[src/rtl/tfile_pkg.sv]
package tfile_pkg;

   typedef enum logic [1:0] {
      MODE_IDLE = 2'd0,
      MODE_BYTE = 2'd1,
      MODE_WORD = 2'd2,
      MODE_ODD  = 2'd3
   } lane_mode_e;

   function automatic lane_mode_e enables_to_mode(input logic lo_n, input logic hi_n);
      lane_mode_e m;
      case ({lo_n, hi_n})
         2'b01:   m = MODE_BYTE;
         2'b00:   m = MODE_WORD;
         2'b10:   m = MODE_ODD;
         default: m = MODE_IDLE;
      endcase
      return m;
   endfunction

endpackage

[src/rtl/tfile_decode.sv]
module tfile_decode
   import tfile_pkg::*;
(
   input  logic cs_lo_n,
   input  logic cs_hi_n,
   input  logic regsel_n,
   input  logic mem_oe_n,
   input  logic mem_we_n,
   input  logic io_rd_n,
   input  logic io_wr_n,
   input  logic a0,
   output logic oe_lo,
   output logic oe_hi,
   output logic lo_from_odd,
   output logic wr_even_en,
   output logic wr_odd_en,
   output logic odd_from_hi
);

   lane_mode_e mode;
   logic       strobe_clash;
   logic       access_ok;
   logic       rd_go;
   logic       wr_go;

   always_comb begin
      mode         = enables_to_mode(cs_lo_n, cs_hi_n);
      strobe_clash = !io_rd_n && !io_wr_n;
      access_ok    = !regsel_n && mem_oe_n && mem_we_n && !strobe_clash
                     && (mode != MODE_IDLE);
      rd_go        = access_ok && !io_rd_n;
      wr_go        = access_ok && !io_wr_n;

      oe_lo        = rd_go && ((mode == MODE_BYTE) || (mode == MODE_WORD));
      oe_hi        = rd_go && ((mode == MODE_WORD) || (mode == MODE_ODD));
      lo_from_odd  = (mode == MODE_BYTE) && a0;

      wr_even_en   = wr_go && (((mode == MODE_BYTE) && !a0) || (mode == MODE_WORD));
      wr_odd_en    = wr_go && (((mode == MODE_BYTE) && a0) || (mode == MODE_WORD)
                               || (mode == MODE_ODD));
      odd_from_hi  = (mode != MODE_BYTE);
   end

endmodule

[src/rtl/tfile_wr_capture.sv]
module tfile_wr_capture #(
   parameter int DATA_W  = 8,
   parameter int PAIR_AW = 2
) (
   input  logic                 clk,
   input  logic                 rst,
   input  logic                 io_wr_n,
   input  logic                 even_en,
   input  logic                 odd_en,
   input  logic                 odd_from_hi,
   input  logic [PAIR_AW-1:0]   pair,
   input  logic [2*DATA_W-1:0]  dq_in,
   output logic                 commit,
   output logic [PAIR_AW-1:0]   c_pair,
   output logic                 c_even_en,
   output logic                 c_odd_en,
   output logic [DATA_W-1:0]    c_even_d,
   output logic [DATA_W-1:0]    c_odd_d
);

   logic              wr_n_q;
   logic [DATA_W-1:0] lane_lo;
   logic [DATA_W-1:0] lane_hi;

   assign lane_lo = dq_in[DATA_W-1:0];
   assign lane_hi = dq_in[2*DATA_W-1:DATA_W];

   always_ff @(posedge clk) begin
      if (rst) begin
         wr_n_q    <= 1'b1;
         c_pair    <= '0;
         c_even_en <= 1'b0;
         c_odd_en  <= 1'b0;
         c_even_d  <= '0;
         c_odd_d   <= '0;
      end else begin
         wr_n_q <= io_wr_n;
         if (!io_wr_n) begin
            c_pair    <= pair;
            c_even_en <= even_en;
            c_odd_en  <= odd_en;
            c_even_d  <= lane_lo;
            c_odd_d   <= odd_from_hi ? lane_hi : lane_lo;
         end
      end
   end

   assign commit = !wr_n_q && io_wr_n;

endmodule

[src/rtl/tfile_bank.sv]
module tfile_bank #(
   parameter int DATA_W  = 8,
   parameter int PAIR_AW = 2
) (
   input  logic                          clk,
   input  logic                          rst,
   input  logic                          commit,
   input  logic [PAIR_AW-1:0]            c_pair,
   input  logic                          c_even_en,
   input  logic                          c_odd_en,
   input  logic [DATA_W-1:0]             c_even_d,
   input  logic [DATA_W-1:0]             c_odd_d,
   input  logic [PAIR_AW-1:0]            rd_pair,
   output logic [DATA_W-1:0]             rd_even,
   output logic [DATA_W-1:0]             rd_odd,
   output logic [(2<<PAIR_AW)*DATA_W-1:0] bank_flat
);

   localparam int NPAIR = 1 << PAIR_AW;

   logic [DATA_W-1:0] even_q [NPAIR];
   logic [DATA_W-1:0] odd_q  [NPAIR];

   for (genvar p = 0; p < NPAIR; p++) begin : g_pair
      logic hit;
      assign hit = commit && (c_pair == p[PAIR_AW-1:0]);

      always_ff @(posedge clk) begin
         if (rst) begin
            even_q[p] <= '0;
            odd_q[p]  <= '0;
         end else if (hit) begin
            if (c_even_en) even_q[p] <= c_even_d;
            if (c_odd_en)  odd_q[p]  <= c_odd_d;
         end
      end

      assign bank_flat[(2*p)*DATA_W   +: DATA_W] = even_q[p];
      assign bank_flat[(2*p+1)*DATA_W +: DATA_W] = odd_q[p];
   end

   assign rd_even = even_q[rd_pair];
   assign rd_odd  = odd_q[rd_pair];

endmodule

[src/rtl/tfile_lane_bridge.sv]
module tfile_lane_bridge #(
   parameter int DATA_W  = 8,
   parameter int PAIR_AW = 2
) (
   input  logic                 clk,
   input  logic                 rst,
   input  logic                 cs_lo_n,
   input  logic                 cs_hi_n,
   input  logic                 regsel_n,
   input  logic                 mem_oe_n,
   input  logic                 mem_we_n,
   input  logic                 io_rd_n,
   input  logic                 io_wr_n,
   input  logic [PAIR_AW:0]     addr,
   input  logic [2*DATA_W-1:0]  dq_in,
   output logic [2*DATA_W-1:0]  dq_out,
   output logic                 dq_oe_lo,
   output logic                 dq_oe_hi
);

   localparam int NLANE  = 2;
   localparam int NREG   = 2 << PAIR_AW;
   localparam int BANK_W = NREG * DATA_W;

   if (DATA_W < 1) begin : g_bad_width
      $error("tfile_lane_bridge: DATA_W must be at least 1");
   end
   if (PAIR_AW < 1 || PAIR_AW > 6) begin : g_bad_depth
      $error("tfile_lane_bridge: PAIR_AW must lie in 1..6");
   end

   logic                lo_from_odd;
   logic                odd_from_hi;
   logic                wr_even_en;
   logic                wr_odd_en;
   logic                commit;
   logic [PAIR_AW-1:0]  c_pair;
   logic                c_even_en;
   logic                c_odd_en;
   logic [DATA_W-1:0]   c_even_d;
   logic [DATA_W-1:0]   c_odd_d;
   logic [DATA_W-1:0]   rd_even;
   logic [DATA_W-1:0]   rd_odd;
   logic [BANK_W-1:0]   bank_flat;
   logic [DATA_W-1:0]   lane_val [NLANE];
   logic [NLANE-1:0]    lane_oe;

   tfile_decode u_decode (
      .cs_lo_n     (cs_lo_n),
      .cs_hi_n     (cs_hi_n),
      .regsel_n    (regsel_n),
      .mem_oe_n    (mem_oe_n),
      .mem_we_n    (mem_we_n),
      .io_rd_n     (io_rd_n),
      .io_wr_n     (io_wr_n),
      .a0          (addr[0]),
      .oe_lo       (dq_oe_lo),
      .oe_hi       (dq_oe_hi),
      .lo_from_odd (lo_from_odd),
      .wr_even_en  (wr_even_en),
      .wr_odd_en   (wr_odd_en),
      .odd_from_hi (odd_from_hi)
   );

   tfile_wr_capture #(.DATA_W(DATA_W), .PAIR_AW(PAIR_AW)) u_capture (
      .clk         (clk),
      .rst         (rst),
      .io_wr_n     (io_wr_n),
      .even_en     (wr_even_en),
      .odd_en      (wr_odd_en),
      .odd_from_hi (odd_from_hi),
      .pair        (addr[PAIR_AW:1]),
      .dq_in       (dq_in),
      .commit      (commit),
      .c_pair      (c_pair),
      .c_even_en   (c_even_en),
      .c_odd_en    (c_odd_en),
      .c_even_d    (c_even_d),
      .c_odd_d     (c_odd_d)
   );

   tfile_bank #(.DATA_W(DATA_W), .PAIR_AW(PAIR_AW)) u_bank (
      .clk       (clk),
      .rst       (rst),
      .commit    (commit),
      .c_pair    (c_pair),
      .c_even_en (c_even_en),
      .c_odd_en  (c_odd_en),
      .c_even_d  (c_even_d),
      .c_odd_d   (c_odd_d),
      .rd_pair   (addr[PAIR_AW:1]),
      .rd_even   (rd_even),
      .rd_odd    (rd_odd),
      .bank_flat (bank_flat)
   );

   assign lane_val[0] = lo_from_odd ? rd_odd : rd_even;
   assign lane_val[1] = rd_odd;
   assign lane_oe     = {dq_oe_hi, dq_oe_lo};

   for (genvar l = 0; l < NLANE; l++) begin : g_lane
      assign dq_out[l*DATA_W +: DATA_W] = lane_oe[l] ? lane_val[l] : '0;
   end

endmodule

[config.mk]
export PLATFORM = sky130hd
export DESIGN_NAME = tfile_lane_bridge
export DESIGN_NICKNAME = d
export VERILOG_FILES = /design/src/rtl/tfile_pkg.sv /design/src/rtl/tfile_decode.sv /design/src/rtl/tfile_wr_capture.sv /design/src/rtl/tfile_bank.sv /design/src/rtl/tfile_lane_bridge.sv
export SDC_FILE = /design/constraint.sdc
export NUM_CORES = 1
export LEC_CHECK = 0
export ABC_AREA = 1
export CORE_ASPECT_RATIO = 0.7
export CORE_MARGIN = 1
export CORE_UTILIZATION = 35
export DETAILED_ROUTE_END_ITERATION = 7
export GPL_TIMING_DRIVEN = 0
export PLACE_DENSITY = 0.56
export SYNTH_ARGS = -nofsm -noshare
export SYNTH_HDL_FRONTEND = slang
export SYNTH_SLANG_ARGS = --single-unit
[constraint.sdc]
create_clock -name clk -period 1.71 [get_ports clk]
set_input_delay 0.342 -clock clk [delete_from_list [all_inputs] [get_ports clk]]
set_output_delay 0.342 -clock clk [all_outputs]
set_load 0.03 [all_outputs]
* After elaboration in Yosys (flattened, before gate mapping)
Memory sizes are Yosys's and may differ from the RTL's.
Cells that the tools add are included.
** Word-level totals
- Memories kept :: 2
- Bits in registers :: 21
- Input bits :: 28
- Output and inout port bits :: 18
- Memory bits (writable) :: 64
- Logic and storage cells :: 98
** Memories
- u_bank.even_q :: words 4, bits a word 8, rd ports 1, clocked after memory_dff 0, write ports 4, line tfile_bank.sv:21 : logic [DATA_W-1:0] even_q [NPAIR];
- u_bank.odd_q :: words 4, bits a word 8, rd ports 1, clocked after memory_dff 0, write ports 4, line tfile_bank.sv:22 : logic [DATA_W-1:0] odd_q [NPAIR];
** Cells by class
- Multiplexer cells :: 41
- Bitwise gates (word level) :: 8
- Equality and inequality tests :: 9
- Reductions and logical operators :: 32
** Operator list (count)
- 2-to-1 mux 8 bit :: 12
- 2-to-1 mux 1 bit :: 28
- logical AND 1 bit :: 18
- == test 2 bit (second input constant) :: 5
- OR 1 bit :: 8
- == test 2 x 1 -> 1 bit (second input constant) :: 3
- logical NOT 1 bit :: 6
- case mux 2 bit (3 select lines) :: 1
- logical OR 1 bit :: 5
- logical NOT 2 bit :: 2
- != test 2 x 1 -> 1 bit (second input constant) :: 1
- nonzero test 2 bit :: 1

* Depth between registers and ports, before layout
Gate-level depths: netlist (run 1).
- Depth in word-level cells :: 8
- Depth in mapped cells :: 9
- Mapped depth without buffers :: 7

* By module
From an unflattened synthesis (run 1), not the netlist that was laid out.
** Second synthesis, totals
- Cell total of the unflattened synthesis :: 498
- Area total of the unflattened synthesis :: 4194.0 sq um
** Modules (own cells, without submodules)
- tfile_bank :: cells each 302, times used 1, area each 3029.2 sq um, seq. area each 1921.8 sq um
- tfile_wr_capture :: cells each 115, times used 1, area each 817.0 sq um, seq. area each 420.4 sq um
- tfile_lane_bridge :: cells each 60, times used 1, area each 261.5 sq um, seq. area each 0.0 sq um
- tfile_decode :: cells each 21, times used 1, area each 86.3 sq um, seq. area each 0.0 sq um

* Worst setup path after synthesis (run 1)
Ideal clock, no wire load.
- Kind :: input -> output
- Start :: input port addr[1]
- End :: output port dq_out[5]
- Stages on the path :: 8
- Buffers on the path :: 2
- Data arrival time :: 1439 ps
- Slack :: -71 ps
- Data required time :: 1368 ps
- Path through :: buf_2 -> clkbuf_1 -> nand2_1 -> nand3_1 -> nand2_1 -> nand2_1 -> nand2_1 -> nor2_1
** Between the ends
- Cells in the longest elaborated chain, start to end :: 3
- Elaborated cells on any way between the ends :: 4
- Those cells by class :: mux (2); memory (2)
** RTL lines
- start: declaration :: line tfile_lane_bridge.sv:14 : input logic [PAIR_AW:0] addr,
- memory (4 x 8 bit) (on tied branches)
- 2-to-1 mux 8 bit (*) :: line tfile_lane_bridge.sv:97 : assign lane_val[0] = lo_from_odd ? rd_odd : rd_even;
- 2-to-1 mux 8 bit (*) :: line tfile_lane_bridge.sv:102 : assign dq_out[l*DATA_W +: DATA_W] = lane_oe[l] ? lane_val[l] : '0;
- end: declaration :: line tfile_lane_bridge.sv:16 : output logic [2*DATA_W-1:0] dq_out,
Mark *: on every way between the ends. The rest lies on a longest branch, timed or not.

* Final worst setup path (run 1)
- Start :: input port cs_lo_n
- End :: output port dq_out[0]
** Between the ends
- Cells in the longest elaborated chain, start to end :: 7
- Elaborated cells on any way between the ends :: 14
- Those cells by class :: eq/ne (4); mux (3); reduce/logical (7)
** RTL lines
- start: declaration :: line tfile_lane_bridge.sv:7 : input logic cs_lo_n,
- == test 2 bit (tied with other cells) :: line tfile_pkg.sv:12 : case ({lo_n, hi_n})
- case mux 2 bit (3 select lines) (*) :: line tfile_pkg.sv:12
- nonzero test 2 bit :: line tfile_decode.sv:30 : && (mode != MODE_IDLE);
- logical AND 1 bit :: line tfile_decode.sv:30
- logical AND 1 bit :: line tfile_decode.sv:31 : rd_go = access_ok && !io_rd_n;
- logical AND 1 bit :: line tfile_decode.sv:34 : oe_lo = rd_go && ((mode == MODE_BYTE) || (mode == MODE_WORD));
- 2-to-1 mux 8 bit (*) :: line tfile_lane_bridge.sv:102
Marks and branches as above.

==> reports/metrics.cfg, run 1 <==
[sta]
clock-skew-final_ns = 0.00490
drv_slew = 0
final.min_clock_period_ns = 1.78
period_share = 1.04
rsz0062_at_grt = yes
tns_ns = -0.384
max_freq_ghz = 0.561
worstMarginPinSlew_ns = 0.478
setup_viol = 8
slew_headroom = 0.681
fin_ws_ns = -0.0730
hold_viol = 0
holdWs_ns = 0.367

[logic_synthesis]
yosysTopAreaCell = edfxtp_1
yosys.area_share.simple = 0.292
synthXorXnorAreaFrac = 0
synthDominantCellAreaShare = 0.481
ys_top_cells_by_area = edfxtp_1, dfxtp_1, nor2_1
synth_seq_area_share = 0.586
synth_top_family_by_area = simple AND/OR/NAND/NOR gates
synth_area_per_cell_sq_um = 8.63
synthAdderAreaFrac = 0
yosys_warnings = 0
synthCells = 463
yosys_register_bits = 85
ys_types = 24
syn-num-nets = 491
synth_compound_area_frac = 0.0545
synth.area.mux_share = 0
netlist_area_sq_mm = 0.00399

[place]
place_area_sq_mm = 0.00463
gp_congestion = 0.867
place_hpwl_mm = 7.70
placed_cells = 659
io_buffers = 43
pre_cts_ws_ns = -1.33

[cts]
cts.path.max_buffers = 2
numCtsBuffers = 9
ctsHtreeMaxLevel = 3
cts_tree = built
cts_root_buffer = clkbuf_16
clock_latency_ns = 0.33
clkTransAtPathRegs_ns = 0.06
cts.sinks = 85

[detailed_routing]
wl_per_cell_microns = 16.0
viasPerCell = 4.81
drtAntennaViolNets = 0
drtPass1Iterations = 4
wirelength_mm = 10.9
vias = 3292
drt_iter0_drc = 365
drcViolationCount = 0

[floorplanning]
fp-row-count = 32
die_x_microns = 130
chipHeight_microns = 91.4
initial_core_util = 0.361
die_area_sq_mm = 0.0118
io_pins = 46
fp.coreArea_sq_mm = 0.0111

[critical_path]
critPathCaptureType = primary output
worstPathCellList = buf_8, inv_6, nand2_4, nor2_4, clkinvlp_4, nand3_2, nand2_2, nor2_4, buf_6
crit_path_frequent_cell = nor2_4
critPathLaunch = cs_lo_n
slowest_stage = clkinvlp_4
start_kind = input port
arrival_ns = 1.44
path_class = input port to primary output
crit_required_ns = 1.37
reg2reg_from = u_capture.wr_n_q
ff2ff_setup_slack_ns = 0.17
cp_max_fo = 8
crit_path_max_incr_delay_ns = 0.27

[power_and_ir_drop]
cellPowerDensity_mw_per_mm2 = 905
peakVddDrop_v = 0.000525
finalPower_mw = 4.70
power_leakage_nw = 2.09

[layout]
multi_input_area_sq_mm = 0.00155
regArea_sq_mm = 0.00234
drive_gt1_frac = 0.229
finish.utilization = 0.470
final_cell_mix = nor2_1, nand2_1, edfxtp_1
layout_commonest_cell = nor2_1
area_growth_pct = 30.0
design_area_sq_mm = 0.00519
layout.nets = 555
finalNonFillerCells = 685
insertedDiodeCount = 0
fill_cells = 1111

[worst_hold_path]
min_from = addr[0]
hp-class = input port to flip-flop

[run_status]
status = finished with violations
failed_checks = negative setup slack

[global_route]
grt_max_degree = 14
first_global_vias = 3197
grt_pass1_wl_mm = 17.1
grt_overflow = 0
grt_antenna_before_repair = 0
grt_usage = 0.198

[run]
drv_cap = 0

==> per-layer routing <==
metal / GRT usage / part of all wire / vias up
li1: - / - / 1643
met1: 0.294 / 0.50 / 1535
met2: 0.295 / 0.43 / 108
met3: 0.0365 / 0.066 / 6
met4: 0.0475 / 0.0056 / 0
met5: 0 / 0 / -
==> cells in the mapped netlist (all sizes together) <==
| master | n |
|---|---|
| o21ai | 10 |
| buf | 13 |
| a21oi | 19 |
| dfxtp | 21 |
| clkinv | 1 |
| o31ai | 8 |
| inv | 45 |
| o22ai | 2 |
| edfxtp | 64 |
| nor4 | 2 |
| or2 | 10 |
| clkbuf | 7 |
| nor3b | 1 |
| nand2 | 97 |
| nor2 | 108 |
| nand3b | 1 |
| nand3 | 50 |
| nand4 | 4 |
==> flip-flops by register name, summed over array words and instances (netlist names) <==
register             cells
u_capture.c_even_d       8
u_bank.even_q           32
u_capture.c_odd_d        8
u_capture.wr_n_q         1
u_capture.c_even_en      1
u_bank.odd_q            32
u_capture.c_odd_en       1
u_capture.c_pair         2
==> final timing paths <==
check	end	cells after the start
worst max-delay path	dq_out[0]	9
worst min-delay path	u_capture.c_even_en	4
worst max register to register	u_bank.odd_q[2][4]	3
worst min register to register	u_capture.c_odd_d[2]	2
==> layout make-up <==
cell class,instances,area share
clock inverter,2,0.00241
multi-input combinational,313,0.298
buffer,20,0.0253
inverter,46,0.0359
tap,153,0.0369
clock buffer,14,0.0530
sequential,85,0.451
timing repair buffer,52,0.0971
==> worst max-delay path, delay by kind of cell <==
family | cells | cell delay (ns)
buf+inv | 4 | 0.55
simple gates | 5 | 0.54
==> logic make-up after synthesis <==
kind of cell,after synthesis
AND/OR/NAND/NOR,273
flip-flops,85
buffers and inverters,66
AO/OA/AOI/OAI,39
==> where the power goes <==
group | internal [mW] | switching, mW | leakage, nW
logic | 0.182 | 0.328 | 1.11
clock network | 1.12 | 0.747 | 0.143
registers | 2.29 | 0.0295 | 0.831
total | 3.59 | 1.10 | 2.09
==> repair_timing <==
action,CTS,global route
gates cloned,1,0
setup buffers,9,0
gates resized for setup,177,42
hold buffers,0,0
setup endpoints to repair,91,18
endpoints found under the hold margin,0,0
pin swaps,16,10
(Power assumes the default switching activity.)
==> run 2: changes to the inputs <==
CAP_MARGIN = 20   (was not set)
==> results of run 2 <==
Same layout as run 1: the final DEF is identical, and so are final timing and power.
